### config.mk
export PLATFORM = sky130hd
export DESIGN_NAME = cart_bank_map
export DESIGN_NICKNAME = d
export VERILOG_FILES = /design/src/rtl/cart_map_pkg.sv /design/src/rtl/cart_map_regs.sv /design/src/rtl/cart_prg_map.sv /design/src/rtl/cart_chr_map.sv /design/src/rtl/cart_bank_map.sv
export SDC_FILE = /design/constraint.sdc
export NUM_CORES = 1
export LEC_CHECK = 0
export BUFFER_PORTS_ARGS = -buffer_cell sky130_fd_sc_hd__buf_2
export CAP_MARGIN = 20
export CORE_ASPECT_RATIO = 0.9
export CORE_MARGIN = 5
export CORE_UTILIZATION = 43
export CTS_CLUSTER_SIZE = 28
export DETAILED_ROUTE_END_ITERATION = 8
export GPL_TIMING_DRIVEN = 0
export PLACE_DENSITY = 0.8
export SLEW_MARGIN = 20
export SYNTH_ARGS = -nofsm -noshare
export SYNTH_HDL_FRONTEND = slang
export SYNTH_SLANG_ARGS = --single-unit
### constraint.sdc
create_clock -name clk_i -period 0.9 [get_ports clk_i]
set_input_delay 0.045 -clock clk_i [delete_from_list [all_inputs] [get_ports clk_i]]
set_output_delay 0.045 -clock clk_i [all_outputs]
set_load 0.03 [all_outputs]
### src/rtl/cart_map_pkg.sv
package cart_map_pkg;
  typedef enum logic [1:0] {
    MIR_VERT  = 2'b00,
    MIR_HORZ  = 2'b01,
    MIR_ONE_A = 2'b10,
    MIR_ONE_B = 2'b11
  } mirror_e;

  localparam logic [3:0] SLOT_CTRL = 4'hA;
  localparam logic [3:0] SLOT_PRG  = 4'hB;
  localparam logic [3:0] SLOT_CHR0 = 4'hC;
  localparam int CTRL_W      = 4;
  localparam int CTRL_EXT    = 2;
  localparam int CTRL_RAM_WE = 3;
  localparam int NUM_CHR     = 4;
endpackage

### src/rtl/cart_map_regs.sv
module cart_map_regs
  import cart_map_pkg::*;
#(
  parameter int PRG_BANK_W = 4,
  parameter int CHR_BANK_W = 4
) (
  input  logic                                 clk_i,
  input  logic                                 rst_ni,
  input  logic                                 wr_i,
  input  logic [3:0]                           slot_i,
  input  logic [7:0]                           data_i,
  output logic [PRG_BANK_W-1:0]                prg_bank_o,
  output logic [NUM_CHR-1:0][CHR_BANK_W-1:0]   chr_bank_o,
  output logic [CTRL_W-1:0]                    ctrl_o
);
  logic [PRG_BANK_W-1:0] prg_bank_q;
  logic [CTRL_W-1:0]     ctrl_q;

  always_ff @(posedge clk_i or negedge rst_ni) begin
    if (!rst_ni) begin
      prg_bank_q <= '0;
      ctrl_q     <= '0;
    end else if (wr_i) begin
      if (slot_i == SLOT_PRG)  prg_bank_q <= data_i[PRG_BANK_W-1:0];
      if (slot_i == SLOT_CTRL) ctrl_q     <= data_i[CTRL_W-1:0];
    end
  end

  for (genvar g = 0; g < NUM_CHR; g++) begin : g_chr
    localparam logic [3:0] MySlot = SLOT_CHR0 + 4'(g);
    logic [CHR_BANK_W-1:0] bank_q;
    always_ff @(posedge clk_i or negedge rst_ni) begin
      if (!rst_ni)                       bank_q <= '0;
      else if (wr_i && slot_i == MySlot) bank_q <= data_i[CHR_BANK_W-1:0];
    end
    assign chr_bank_o[g] = bank_q;
  end

  assign prg_bank_o = prg_bank_q;
  assign ctrl_o     = ctrl_q;
endmodule

### src/rtl/cart_prg_map.sv
module cart_prg_map #(
  parameter int PRG_BANK_W = 4,
  parameter int PRG_PAGE_W = 14,
  localparam int PrgAddrW  = PRG_BANK_W + PRG_PAGE_W
) (
  input  logic [15:0]           cpu_addr_i,
  input  logic                  cpu_we_i,
  input  logic [PRG_BANK_W-1:0] prg_bank_i,
  input  logic                  ram_wr_en_i,
  output logic [PrgAddrW-1:0]   prg_addr_o,
  output logic                  ram_ce_o,
  output logic                  ram_we_o
);
  logic fixed_win;
  logic [PRG_BANK_W-1:0] bank_sel;

  assign fixed_win  = cpu_addr_i[15:14] == 2'b11;
  // upper window pinned to the final bank
  assign bank_sel   = fixed_win ? {PRG_BANK_W{1'b1}} : prg_bank_i;
  assign prg_addr_o = {bank_sel, cpu_addr_i[PRG_PAGE_W-1:0]};
  assign ram_ce_o   = cpu_addr_i[15:13] == 3'b011;
  assign ram_we_o   = ram_ce_o & cpu_we_i & ram_wr_en_i;
endmodule

### src/rtl/cart_chr_map.sv
module cart_chr_map
  import cart_map_pkg::*;
#(
  parameter int CHR_BANK_W = 4,
  parameter int CHR_PAGE_W = 11,
  localparam int ChrAddrW  = CHR_BANK_W + CHR_PAGE_W
) (
  input  logic [13:0]                         ppu_addr_i,
  input  logic [NUM_CHR-1:0][CHR_BANK_W-1:0]  chr_bank_i,
  input  mirror_e                             mirror_i,
  output logic [ChrAddrW-1:0]                 chr_addr_o,
  output logic                                nt_sel_o
);
  logic [1:0] quarter;
  logic       unused_ppu;

  assign quarter    = ppu_addr_i[CHR_PAGE_W+1:CHR_PAGE_W];
  assign chr_addr_o = {chr_bank_i[quarter], ppu_addr_i[CHR_PAGE_W-1:0]};
  assign unused_ppu = ppu_addr_i[13];

  always_comb begin
    unique case (mirror_i)
      MIR_VERT:  nt_sel_o = ppu_addr_i[10];
      MIR_HORZ:  nt_sel_o = ppu_addr_i[11];
      MIR_ONE_A: nt_sel_o = 1'b0;
      default:   nt_sel_o = 1'b1;
    endcase
  end
endmodule

### src/rtl/cart_bank_map.sv
module cart_bank_map
  import cart_map_pkg::*;
#(
  parameter int PRG_BANK_W = 4,
  parameter int PRG_PAGE_W = 14,
  parameter int CHR_BANK_W = 4,
  parameter int CHR_PAGE_W = 11,
  localparam int PrgAddrW  = PRG_BANK_W + PRG_PAGE_W,
  localparam int ChrAddrW  = CHR_BANK_W + CHR_PAGE_W
) (
  input  logic                clk_i,
  input  logic                rst_ni,
  input  logic [15:0]         cpu_addr_i,
  input  logic [7:0]          cpu_data_i,
  input  logic                cpu_we_i,
  input  logic [13:0]         ppu_addr_i,
  output logic [PrgAddrW-1:0] prg_addr_o,
  output logic [ChrAddrW-1:0] chr_addr_o,
  output logic                nt_sel_o,
  output logic                ext_attr_en_o,
  output logic                ram_ce_o,
  output logic                ram_we_o,
  output logic                snd_wr_o,
  output logic                tmr_wr_o,
  output logic [3:0]          reg_idx_o
);
  logic                               reg_wr;
  logic [PRG_BANK_W-1:0]              prg_bank_q;
  logic [NUM_CHR-1:0][CHR_BANK_W-1:0] chr_bank_q;
  logic [CTRL_W-1:0]                  ctrl_q;

  // 16 KB alias window, slot from low nibble only
  assign reg_wr    = cpu_we_i & (cpu_addr_i[15:14] == 2'b10);
  assign reg_idx_o = cpu_addr_i[3:0];
  assign snd_wr_o  = reg_wr & ~cpu_addr_i[3];
  assign tmr_wr_o  = reg_wr & (cpu_addr_i[3:1] == 3'b100);
  assign ext_attr_en_o = ctrl_q[CTRL_EXT];

  cart_map_regs #(
    .PRG_BANK_W(PRG_BANK_W),
    .CHR_BANK_W(CHR_BANK_W)
  ) u_regs (
    .clk_i      (clk_i),
    .rst_ni     (rst_ni),
    .wr_i       (reg_wr),
    .slot_i     (cpu_addr_i[3:0]),
    .data_i     (cpu_data_i),
    .prg_bank_o (prg_bank_q),
    .chr_bank_o (chr_bank_q),
    .ctrl_o     (ctrl_q)
  );

  cart_prg_map #(
    .PRG_BANK_W(PRG_BANK_W),
    .PRG_PAGE_W(PRG_PAGE_W)
  ) u_prg (
    .cpu_addr_i  (cpu_addr_i),
    .cpu_we_i    (cpu_we_i),
    .prg_bank_i  (prg_bank_q),
    .ram_wr_en_i (ctrl_q[CTRL_RAM_WE]),
    .prg_addr_o  (prg_addr_o),
    .ram_ce_o    (ram_ce_o),
    .ram_we_o    (ram_we_o)
  );

  cart_chr_map #(
    .CHR_BANK_W(CHR_BANK_W),
    .CHR_PAGE_W(CHR_PAGE_W)
  ) u_chr (
    .ppu_addr_i (ppu_addr_i),
    .chr_bank_i (chr_bank_q),
    .mirror_i   (mirror_e'(ctrl_q[1:0])),
    .chr_addr_o (chr_addr_o),
    .nt_sel_o   (nt_sel_o)
  );
endmodule

==> key figures <==
Layout
  – Final core area utilization: 0.681
  – Layout Nets: 225
  – Fraction of layout cells with a size suffix above 1: 0.809
  – FILL cells: 234
  – Number of diodes: 0
  – Area delta synth->final: 51.5%

Global route
  – Grt ovf: 0
  – Met2 global-route usage: 0.291
  – Met3 usage: 0.0596
  – Total GRT Usage: 0.155
  – Largest net degree at the start of global routing: 25
  – Gr busiest metal: met2
  – Initial antenna violation count: 0
  – Vias in the first global route: 1090
  – Met1 usage: 0.171
  – First-pass GRT wire length: 5560 microns

Synthesis
  – Post-Synth Simple-Gate Area: 0.145
  – Mapped Nets: 147
  – Mean post-synth cell area: 13.1 sq um
  – Post-synthesis mux area share: 0.259
  – Xor/xnor cell area share of the yosys netlist: 0
  – Synth Register Bits: 24
  – Mapped Area: 0.00139 sq mm
  – Register area share after synthesis: 0.432
  – Largest family of logic cells by synthesized area: multiplexers
  – Yosys cell types: 17
  – Post-Synth Adder-Cell Area: 0
  – Synthesis Warnings: 0
  – Syn Inst Count: 106
  – Post-synthesis compound-gate area fraction: 0.00360

STA
  – Hold Fails Final Rpt: 0
  – Hold slack: 0.0373 ns
  – Final setup violating endpoints: 19
  – Setup tns final: -3.20 ns
  – Maximum clock rate: 705 MHz
  – Slew margin rel.: 0.643
  – Period utilisation layout: 1.58
  – RSZ-0062 raised after global routing: yes
  – Clock Skew: 0 ns
  – Setup WS post-layout: -0.519 ns
  – Final Max Tran Viols: 0
  – Min cycle time layout: 1.42 ns
  – Slew at the pin closest to its max-slew limit: 0.535 ns

Worst setup path
  – Crit Path Max Fanout: 2
  – WP data arrival: 1.37 ns
  – Critical Path End Type: primary output
  – Required time worst endpoint: 0.85 ns
  – Startpoint types: flop
  – CP Class: reg2out

CTS
  – Clk sinks: 24
  – H-tree lvl count: 1
  – Root buffer cell: clkbuf_4
  – Latest clock arrival within the worst-skew pair: 0.31 ns
  – CTS tree: built
  – CTS clk-pin slew, worst paths: 0.13 ns
  – CTS Buf Count: 3
  – CTS max path bufs: 2

Route
  – Residual DRC: 0
  – Wirelength, routed: 3800 microns
  – Avg WL per Cell: 16.9 microns
  – Vias: 1087
  – First-pass detailed-route iteration total: 4
  – Routed vias/inst: 4.83
  – DRT iter0 DRCs: 54
  – ANT nets after route: 0

Worst hold path
  – Hold Path Class: in2reg

Placement
  – Port bufs: 59
  – Placer congestion estimate: 0.760
  – Detail Placement HPWL: 2600 microns
  – Place WS: -0.380 ns

Power and ir drop
  – Power Total: 3080 uW
  – Static leakage: 0.00111 uW
  – Power Dens Cells: 1470 mW/mm^2
  – Max IR drop VDD: 1260 uV

Run status
  – Failing checks: setup timing
  – Status: complete, but fails checks

Floorplan
  – Die area: 0.00447 sq mm
  – Placeable Area: 0.00309 sq mm
  – Starting Density: 0.449
  – IO Pins: 84
  – Die height: 63.9 microns
  – Row count: 19
  – Die width: 69.9 microns

Job
  – Maxcap violations: 0
[cell families (layout without fill, tap and decap cells)]
kind of cell,count (synthesis),after routing
AOI/OAI and AO/OA,1,1
and+or+nand+nor,23,23
DFF,24,24
muxes,28,28
buffers and inverters,30,107
[path summary, 6_finish.rpt]
check	startpoint	to	slack (ns)	depth (start not counted)
setup reg to reg	u_regs.g_chr[2].bank_q[3]	u_regs.g_chr[2].bank_q[3]	-0.10	3
min in group asynchronous	rst_ni	u_regs.ctrl_o[2]	0.22	2
hold / removal	cpu_data_i[3]	u_regs.ctrl_o[3]	0.04	2
hold reg to reg	u_regs.g_chr[1].bank_q[2]	u_regs.g_chr[1].bank_q[2]	0.52	1
setup / recovery	u_regs.g_chr[0].bank_q[3]	chr_addr_o[14]	-0.52	2
max in group asynchronous	rst_ni	u_regs.prg_bank_o[0]	0.32	2
[layer usage]
layer / part of all wire / wire (microns)
met5: 0 / 0
met4: 0.020 / 76
met3: 0.11 / 414
met2: 0.52 / 1960
met1: 0.35 / 1350
[where the power goes]
group / internal [uW] / switching [uW]
combinational: 627 / 577
sequential: 1220 / 82.8
clock: 247 / 330
[synthesized netlist by cell type, drive strengths merged]
library cell  instances  area, sq um
nand4b                1         23.8
buf                  29          218
nand3                 1         5.00
inv                   1         3.75
nand2                 4         15.0
dfrtp                24          601
nor4bb                1         10.0
o21ai                 1         5.00
mux2                 24          270
nand4bb               1         16.3
and3                  1         6.26
nor2                  4         20.0
mux4                  4         90.1
and3b                 1         8.76
nor3                  4         65.1
nand2b                5         31.3
[critical path, cell delays in order, from the launching register on]
cell and delay (ns):
dfrtp_1 0.42, mux4_2 0.48, buf_6 0.16
[repair_timing]
action,CTS,global route
gates cloned,0,0
endpoints found under the hold margin,24,0
resized for setup,29,19
setup endpoints to repair,19,27
setup buffers,7,9
pin swaps,2,6
hold buffers,1,0
[through the flow]
| step | cells | instance area, sq um |
|---|---|---|
| after floorplan | 106 | 1440 |
| after global placement | 207 | 1790 |
| after detailed placement | 207 | 1790 |
| after CTS | 219 | 2000 |
| after global routing | 225 | 2100 |
| final | 225 | 2100 |
[area by class of cell]
type | instances | area, sq um | area share
Tap cell | 42 | 52.6 | 0.0250
Sequential cell | 24 | 601 | 0.285
Inverter | 1 | 3.75 | 0.00178
Timing Repair Buffer | 73 | 508 | 0.241
Buffer | 29 | 218 | 0.103
Multi-Input combinational cell | 52 | 686 | 0.326
Clock buffer | 4 | 36.3 | 0.0172
[layout by cell type (no fill, tap or decap), types with 4 or more instances in the layout]
cell type   n
buf_6      16
mux4_2      4
mux2_2     11
mux2_4     13
clkbuf_4    4
nand2b_4    5
dfrtp_1    24
buf_2      44
buf_4      39
nor3_4      4
nand2_1     4
[flip-flops by register name, summed over array words and instances (netlist names)]
register and flops:
u_regs.prg_bank_o 4, u_regs.g_chr.bank_q 16, u_regs.ctrl_o 4
No activity file was read; power rests on OpenSTA's default activity.
